### src/rtl/dmd_pkg.sv
package dmd_pkg;

    localparam int FIELD_W = 12;
    localparam int LEN_W   = FIELD_W + 1;

    localparam int A_LO_POS   = 0;
    localparam int B_LO_POS   = 12;
    localparam int DUAL_POS   = 28;
    localparam int OGATE_POS  = 30;
    localparam int IGATE_POS  = 31;
    localparam int BYPASS_POS = 24;

    typedef enum logic {
        PH_A = 1'b0,
        PH_B = 1'b1
    } phase_e;

    typedef struct packed {
        logic [FIELD_W-1:0] len_a;
        logic [FIELD_W-1:0] len_b;
        logic [FIELD_W-1:0] rep_a;
        logic [FIELD_W-1:0] rep_b;
        logic               dual;
    } div_cfg_t;

    typedef struct packed {
        logic in_gate;
        logic out_gate;
        logic bypass;
    } gate_t;

    function automatic div_cfg_t decode_cfg(input logic [31:0] w0, input logic [31:0] w1);
        div_cfg_t c;
        c.len_a = w0[A_LO_POS +: FIELD_W];
        c.len_b = w0[B_LO_POS +: FIELD_W];
        c.rep_a = w1[A_LO_POS +: FIELD_W];
        c.rep_b = w1[B_LO_POS +: FIELD_W];
        c.dual  = w0[DUAL_POS];
        return c;
    endfunction

    function automatic gate_t decode_gates(input logic [31:0] w0, input logic [31:0] w1);
        gate_t g;
        g.in_gate  = w0[IGATE_POS];
        g.out_gate = w0[OGATE_POS];
        g.bypass   = w1[BYPASS_POS];
        return g;
    endfunction

endpackage

### src/rtl/dmd_cfg_shadow.sv
module dmd_cfg_shadow
    import dmd_pkg::*;
(
    input  logic     clk_i,
    input  logic     rst_i,
    input  logic     load_i,
    input  div_cfg_t cfg_i,
    output div_cfg_t cfg_o
);
    always_ff @(posedge clk_i) begin
        if (rst_i) begin
            cfg_o <= '0;
        end else if (load_i) begin
            cfg_o <= cfg_i;
        end
    end
endmodule

### src/rtl/dmd_period_ctr.sv
module dmd_period_ctr
    import dmd_pkg::*;
(
    input  logic             clk_i,
    input  logic             rst_i,
    input  logic             clr_i,
    input  logic [LEN_W-1:0] len_i,
    output logic [LEN_W-1:0] cnt_o,
    output logic             last_o,
    output logic             high_o
);
    assign last_o = (cnt_o == len_i - LEN_W'(1));
    assign high_o = (cnt_o < (len_i >> 1));

    always_ff @(posedge clk_i) begin
        if (rst_i || clr_i) begin
            cnt_o <= '0;
        end else if (last_o) begin
            cnt_o <= '0;
        end else begin
            cnt_o <= cnt_o + LEN_W'(1);
        end
    end
endmodule

### src/rtl/dmd_phase_seq.sv
module dmd_phase_seq
    import dmd_pkg::*;
(
    input  logic     clk_i,
    input  logic     rst_i,
    input  logic     clr_i,
    input  logic     adv_i,
    input  div_cfg_t cur_i,
    input  logic     next_dual_i,
    output phase_e   phase_o
);
    logic [FIELD_W-1:0] rep_q;
    logic [FIELD_W-1:0] limit;

    assign limit = (phase_o == PH_A) ? cur_i.rep_a : cur_i.rep_b;

    always_ff @(posedge clk_i) begin
        if (rst_i || clr_i) begin
            phase_o <= PH_A;
            rep_q   <= '0;
        end else if (adv_i) begin
            if (!next_dual_i || !cur_i.dual) begin
                phase_o <= PH_A;
                rep_q   <= '0;
            end else if (rep_q == limit) begin
                phase_o <= (phase_o == PH_A) ? PH_B : PH_A;
                rep_q   <= '0;
            end else begin
                rep_q   <= rep_q + FIELD_W'(1);
            end
        end
    end
endmodule

### src/rtl/dual_mod_clkdiv.sv
module dual_mod_clkdiv
    import dmd_pkg::*;
(
    input  logic        clk_i,
    input  logic        rst_i,
    input  logic [31:0] cfg0_i,
    input  logic [31:0] cfg1_i,
    output logic        tick_o,
    output logic        div_clk_o
);
    div_cfg_t         cfg_new;
    div_cfg_t         cfg_cur;
    gate_t            gates;
    phase_e           phase;
    logic [LEN_W-1:0] cnt;
    logic [LEN_W-1:0] cur_len;
    logic             last;
    logic             high;
    logic             running;
    logic             period_end;

    assign cfg_new    = decode_cfg(cfg0_i, cfg1_i);
    assign gates      = decode_gates(cfg0_i, cfg1_i);
    assign running    = gates.in_gate;
    assign period_end = running && last;
    assign cur_len    = {1'b0, (phase == PH_B) ? cfg_cur.len_b : cfg_cur.len_a} + LEN_W'(1);

    dmd_cfg_shadow u_shadow (
        .clk_i  (clk_i),
        .rst_i  (rst_i),
        .load_i (!running || period_end),
        .cfg_i  (cfg_new),
        .cfg_o  (cfg_cur)
    );

    dmd_period_ctr u_ctr (
        .clk_i  (clk_i),
        .rst_i  (rst_i),
        .clr_i  (!running),
        .len_i  (cur_len),
        .cnt_o  (cnt),
        .last_o (last),
        .high_o (high)
    );

    dmd_phase_seq u_seq (
        .clk_i       (clk_i),
        .rst_i       (rst_i),
        .clr_i       (!running),
        .adv_i       (period_end),
        .cur_i       (cfg_cur),
        .next_dual_i (cfg_new.dual),
        .phase_o     (phase)
    );

    assign tick_o    = gates.in_gate && gates.out_gate && (gates.bypass || cnt == '0);
    assign div_clk_o = gates.in_gate && gates.out_gate && (gates.bypass ? clk_i : high);
endmodule

### config.mk
export PLATFORM = sky130hd
export DESIGN_NAME = dual_mod_clkdiv
export DESIGN_NICKNAME = d
export VERILOG_FILES = /design/src/rtl/dmd_pkg.sv /design/src/rtl/dmd_cfg_shadow.sv /design/src/rtl/dmd_period_ctr.sv /design/src/rtl/dmd_phase_seq.sv /design/src/rtl/dual_mod_clkdiv.sv
export SDC_FILE = /design/constraint.sdc
export NUM_CORES = 1
export LEC_CHECK = 0
export ABC_AREA = 1
export BUFFER_PORTS_ARGS = -buffer_cell sky130_fd_sc_hd__buf_2
export CAP_MARGIN = 5
export CORE_MARGIN = 2
export CORE_UTILIZATION = 59
export DETAILED_ROUTE_END_ITERATION = 8
export PLACE_DENSITY = 0.81
export SYNTH_ARGS = -nofsm -noshare
export SYNTH_HDL_FRONTEND = slang
export SYNTH_HIERARCHICAL = 1
export SYNTH_SLANG_ARGS = --single-unit
### constraint.sdc
create_clock -name clk_i -period 5 [get_ports clk_i]
set_clock_uncertainty 0.05 [all_clocks]
set_input_delay 0.25 -clock clk_i [delete_from_list [all_inputs] [get_ports clk_i]]
set_output_delay 0.25 -clock clk_i [all_outputs]
set_load 0.02 [all_outputs]
==> impl_metrics.py <==
metrics = {
    "setup_path": {
        "cp.required_ns": 5.29,
        "cpPeakStageDelay_ns": 0.45,
        "worstReg2RegStart": "u_seq/phase_o",
        "end_kind": "flop",
        "cp_max_fo": 12,
        "critPathArrivalTime_ns": 4.52,
        "path_class": "flop to flop",
        "worstSetupStartpointType": "flop",
        "cpMaxStageDelayCell": "xor2_1",
        "cp-startpoint": "u_seq/phase_o",
        "cp_common_cell": "nand2_1",
        "r2r_setup_slack_ns": 0.77,
    },
    "routing": {
        "first_pass_iters": 4,
        "drcViolationCount": 0,
        "ant_nets": 0,
        "vias_per_cell": 4.89,
        "vias": 4777,
        "drt_iter0_drc": 164,
        "wl_per_cell_um": 11.0,
        "drt-total-wl_um": 10800,
    },
    "logic_synthesis": {
        "synth_area_leaders": "dfxtp_1 30%, nand2_1 20%, nor2_1 11%, inv_1 8.7%, xor2_1 4.3%",
        "synth-main-ff-cell": "dfxtp_1",
        "synth_area_leader_cell": "dfxtp_1",
        "ys_seq_area_share_pct": 29.7,
        "ys_ff_latch": 75,
        "netlist_instances": 818,
        "syn_area_mm2": 0.00505,
        "synth_nets": 899,
        "async_flop_share_pct": 0,
        "synth_edf_count": 0,
        "synth.avg_cell_area_um2": 6.17,
        "ys_warn_count": 6,
        "yosysTopAreaCellShare_pct": 29.7,
        "ys_types": 33,
    },
    "grt": {
        "antenna_found_initial": 0,
        "grt_overflow_total": 0,
        "grt_max_degree": 62,
        "grt_pass1_wl_um": 18800,
        "grtUsageTotal_pct": 25.6,
        "grt_pass1_vias": 4572,
    },
    "power": {
        "clock_power_share_pct": 36.5,
        "switching_share_pct": 30.3,
        "cellInternalPower_w": 0.00101,
        "p_sw_w": 0.000441,
        "power_density_mw_per_mm2": 262,
        "vdd_drop_max_uv": 142,
        "leakagePower_nw": 2.88,
        "sequentialPowerShare_pct": 44.9,
        "power_frac_comb_pct": 18.6,
    },
    "placement": {
        "port_buffers": 55,
        "finalWeightedCongestion": 0.898,
        "place_hpwl_um": 8080,
        "placed_cell_area_mm2": 0.00531,
    },
    "timing": {
        "min_period_ns": 4.23,
        "max_freq_mhz": 236,
        "tightest_slew_ns": 0.822,
        "fin_crit_sh_pct": 84.6,
        "tns_ns": 0,
        "drv_slew": 0,
        "finalHoldViolCount": 0,
        "rsz0062_at_grt": "no",
        "max_slew_margin_pct": 45.2,
        "whs_ns": 0.0230,
        "setup_viol_count_final": 0,
    },
    "floorplanning": {
        "die_area_mm2": 0.00932,
        "start_util_pct": 61.2,
        "rows": 33,
        "ios": 68,
        "core_mm2": 0.00826,
        "die_w_um": 96.5,
        "die_h_um": 96.5,
    },
    "worst_hold_path": {
        "hold_path_class": "input pin to flop",
        "hold_start": "cfg0_i[1]",
    },
    "final_layout": {
        "final_nets": 948,
        "stdcell_area_mm2": 0.00555,
        "antenna_cells": 0,
        "drive_above_1_share_pct": 16.3,
        "syn2layout_area_growth_pct": 9.84,
        "n_fill_cell": 749,
    },
    "clocking": {
        "clock_latency_ns": 0.46,
        "clk_pin_slew_ns": 0.09,
        "postCtsSetupRepairBufs": 0,
        "cts_resized": 0,
        "ctsHoldBuffers": 0,
        "cts_tree": "yes",
    },
    "run": {
        "cap_violations": 0,
    },
    "status": {
        "status": "completed",
    },
}
## layer usage
metal	part of all wire [%]	routed length, um	track usage, %
met1	44	4780	27.8
met2	50	5360	47.6
met3	3.7	396	5.43
met4	2.4	255	11.3
met5	0	0	0
## cells by family after synthesis
kind of cell / share of synthesized area, %
XOR/XNOR: 5.55
adder cells (fa/ha/maj): 3.72
buffers and inverters: 12.6
AO/OA/AOI/OAI: 2.28
AND/OR/NAND/NOR: 46.1
flip-flops: 29.7
## cells in the mapped netlist (11+ instances only)
| cell | count |
|---|---|
| xor2_1 | 25 |
| ha_1 | 15 |
| nand4_1 | 11 |
| dfxtp_1 | 75 |
| nor2_2 | 21 |
| nand2_2 | 23 |
| nand3_1 | 34 |
| inv_1 | 117 |
| nand2_1 | 264 |
| nor2_1 | 143 |
## power groups by stage
stage | Clock, W | Combinational, W | Sequential [W]
after floorplan | 0.00000368 | 0.000217 | 0.000659
after global placement | 0.00000446 | 0.000260 | 0.000665
after detailed placement | 0.00000446 | 0.000269 | 0.000666
after CTS | 0.000545 | 0.000271 | 0.000652
after global routing | 0.000572 | 0.000314 | 0.000657
final | 0.000531 | 0.000271 | 0.000652
## per-stage QoR
stage	instances	utilization, %	power [W]	worst slack [ns]
2_1_floorplan	818	-	0.000880	1.50
3_3_place_gp	958	64.3	0.000929	1.07
3_5_place_dp	958	64.3	0.000940	0.802
4_1_cts	977	67.2	0.00147	0.746
5_1_grt	977	67.2	0.00154	0.329
6_report	977	67.2	0.00145	0.768
## area by class of cell
cell class / instances / area (um2) / area share (%)
inverters: 122 / 458 / 8.26
clock inverters: 6 / 66.3 / 1.20
multi-input cells: 598 / 2910 / 52.5
clock buffers: 14 / 174 / 3.14
flip-flops and latches: 75 / 1500 / 27.1
well taps: 105 / 131 / 2.37
repair buffers: 57 / 305 / 5.50
## flip-flops by register name, summed over array words and instances, names as in the netlist
signal	count
u_seq/phase_o	1
u_ctr/cnt_o	13
u_shadow/cfg_o	49
u_seq/rep_q	12
## layout by cell type (no fill, tap or decap), types with 2 or more instances in the layout
| cell | netlist | routed |
|---|---|---|
| a211oi_1 | 2 | 2 |
| nor3_2 | 2 | 2 |
| nor4_1 | 3 | 3 |
| xnor2_1 | 7 | 7 |
| ha_1 | 15 | 15 |
| nor2_2 | 21 | 21 |
| nand2_2 | 23 | 23 |
| a21o_1 | 2 | 2 |
| o21ai_0 | 5 | 5 |
| a21oi_1 | 8 | 8 |
| nor2_4 | 2 | 2 |
| or2_2 | 2 | 2 |
| dfxtp_1 | 75 | 75 |
| clkbuf_8 | 0 | 12 |
| nand2_4 | 8 | 8 |
| nor2_1 | 143 | 143 |
| nor3_1 | 8 | 8 |
| buf_2 | 8 | 55 |
| xor2_1 | 25 | 25 |
| inv_2 | 5 | 5 |
| nand4_1 | 11 | 11 |
| buf_4 | 4 | 2 |
| nand3_2 | 3 | 3 |
| nand3b_1 | 6 | 6 |
| nand3_1 | 34 | 34 |
| clkinvlp_4 | 0 | 3 |
| nand2_1 | 264 | 264 |
| inv_1 | 117 | 117 |
## worst max-delay path, delay by kind of cell, from the launching register on
family | cells | cell delay [ns]
XOR/XNOR | 2 | 0.66
adder cells (fa/ha/maj) | 1 | 0.31
buffers and inverters | 6 | 0.76
flip-flops | 1 | 0.42
AND/OR/NAND/NOR | 16 | 1.90
## path summary, 6_finish.rpt
check,endpoint,depth (start not counted)
worst max-delay path,u_seq/rep_q[10],25
worst min-delay path,u_shadow/cfg_o[38],5
worst max register to register,u_seq/rep_q[10],25
worst min register to register,u_shadow/cfg_o[48],2
(Power assumes the default switching activity.)
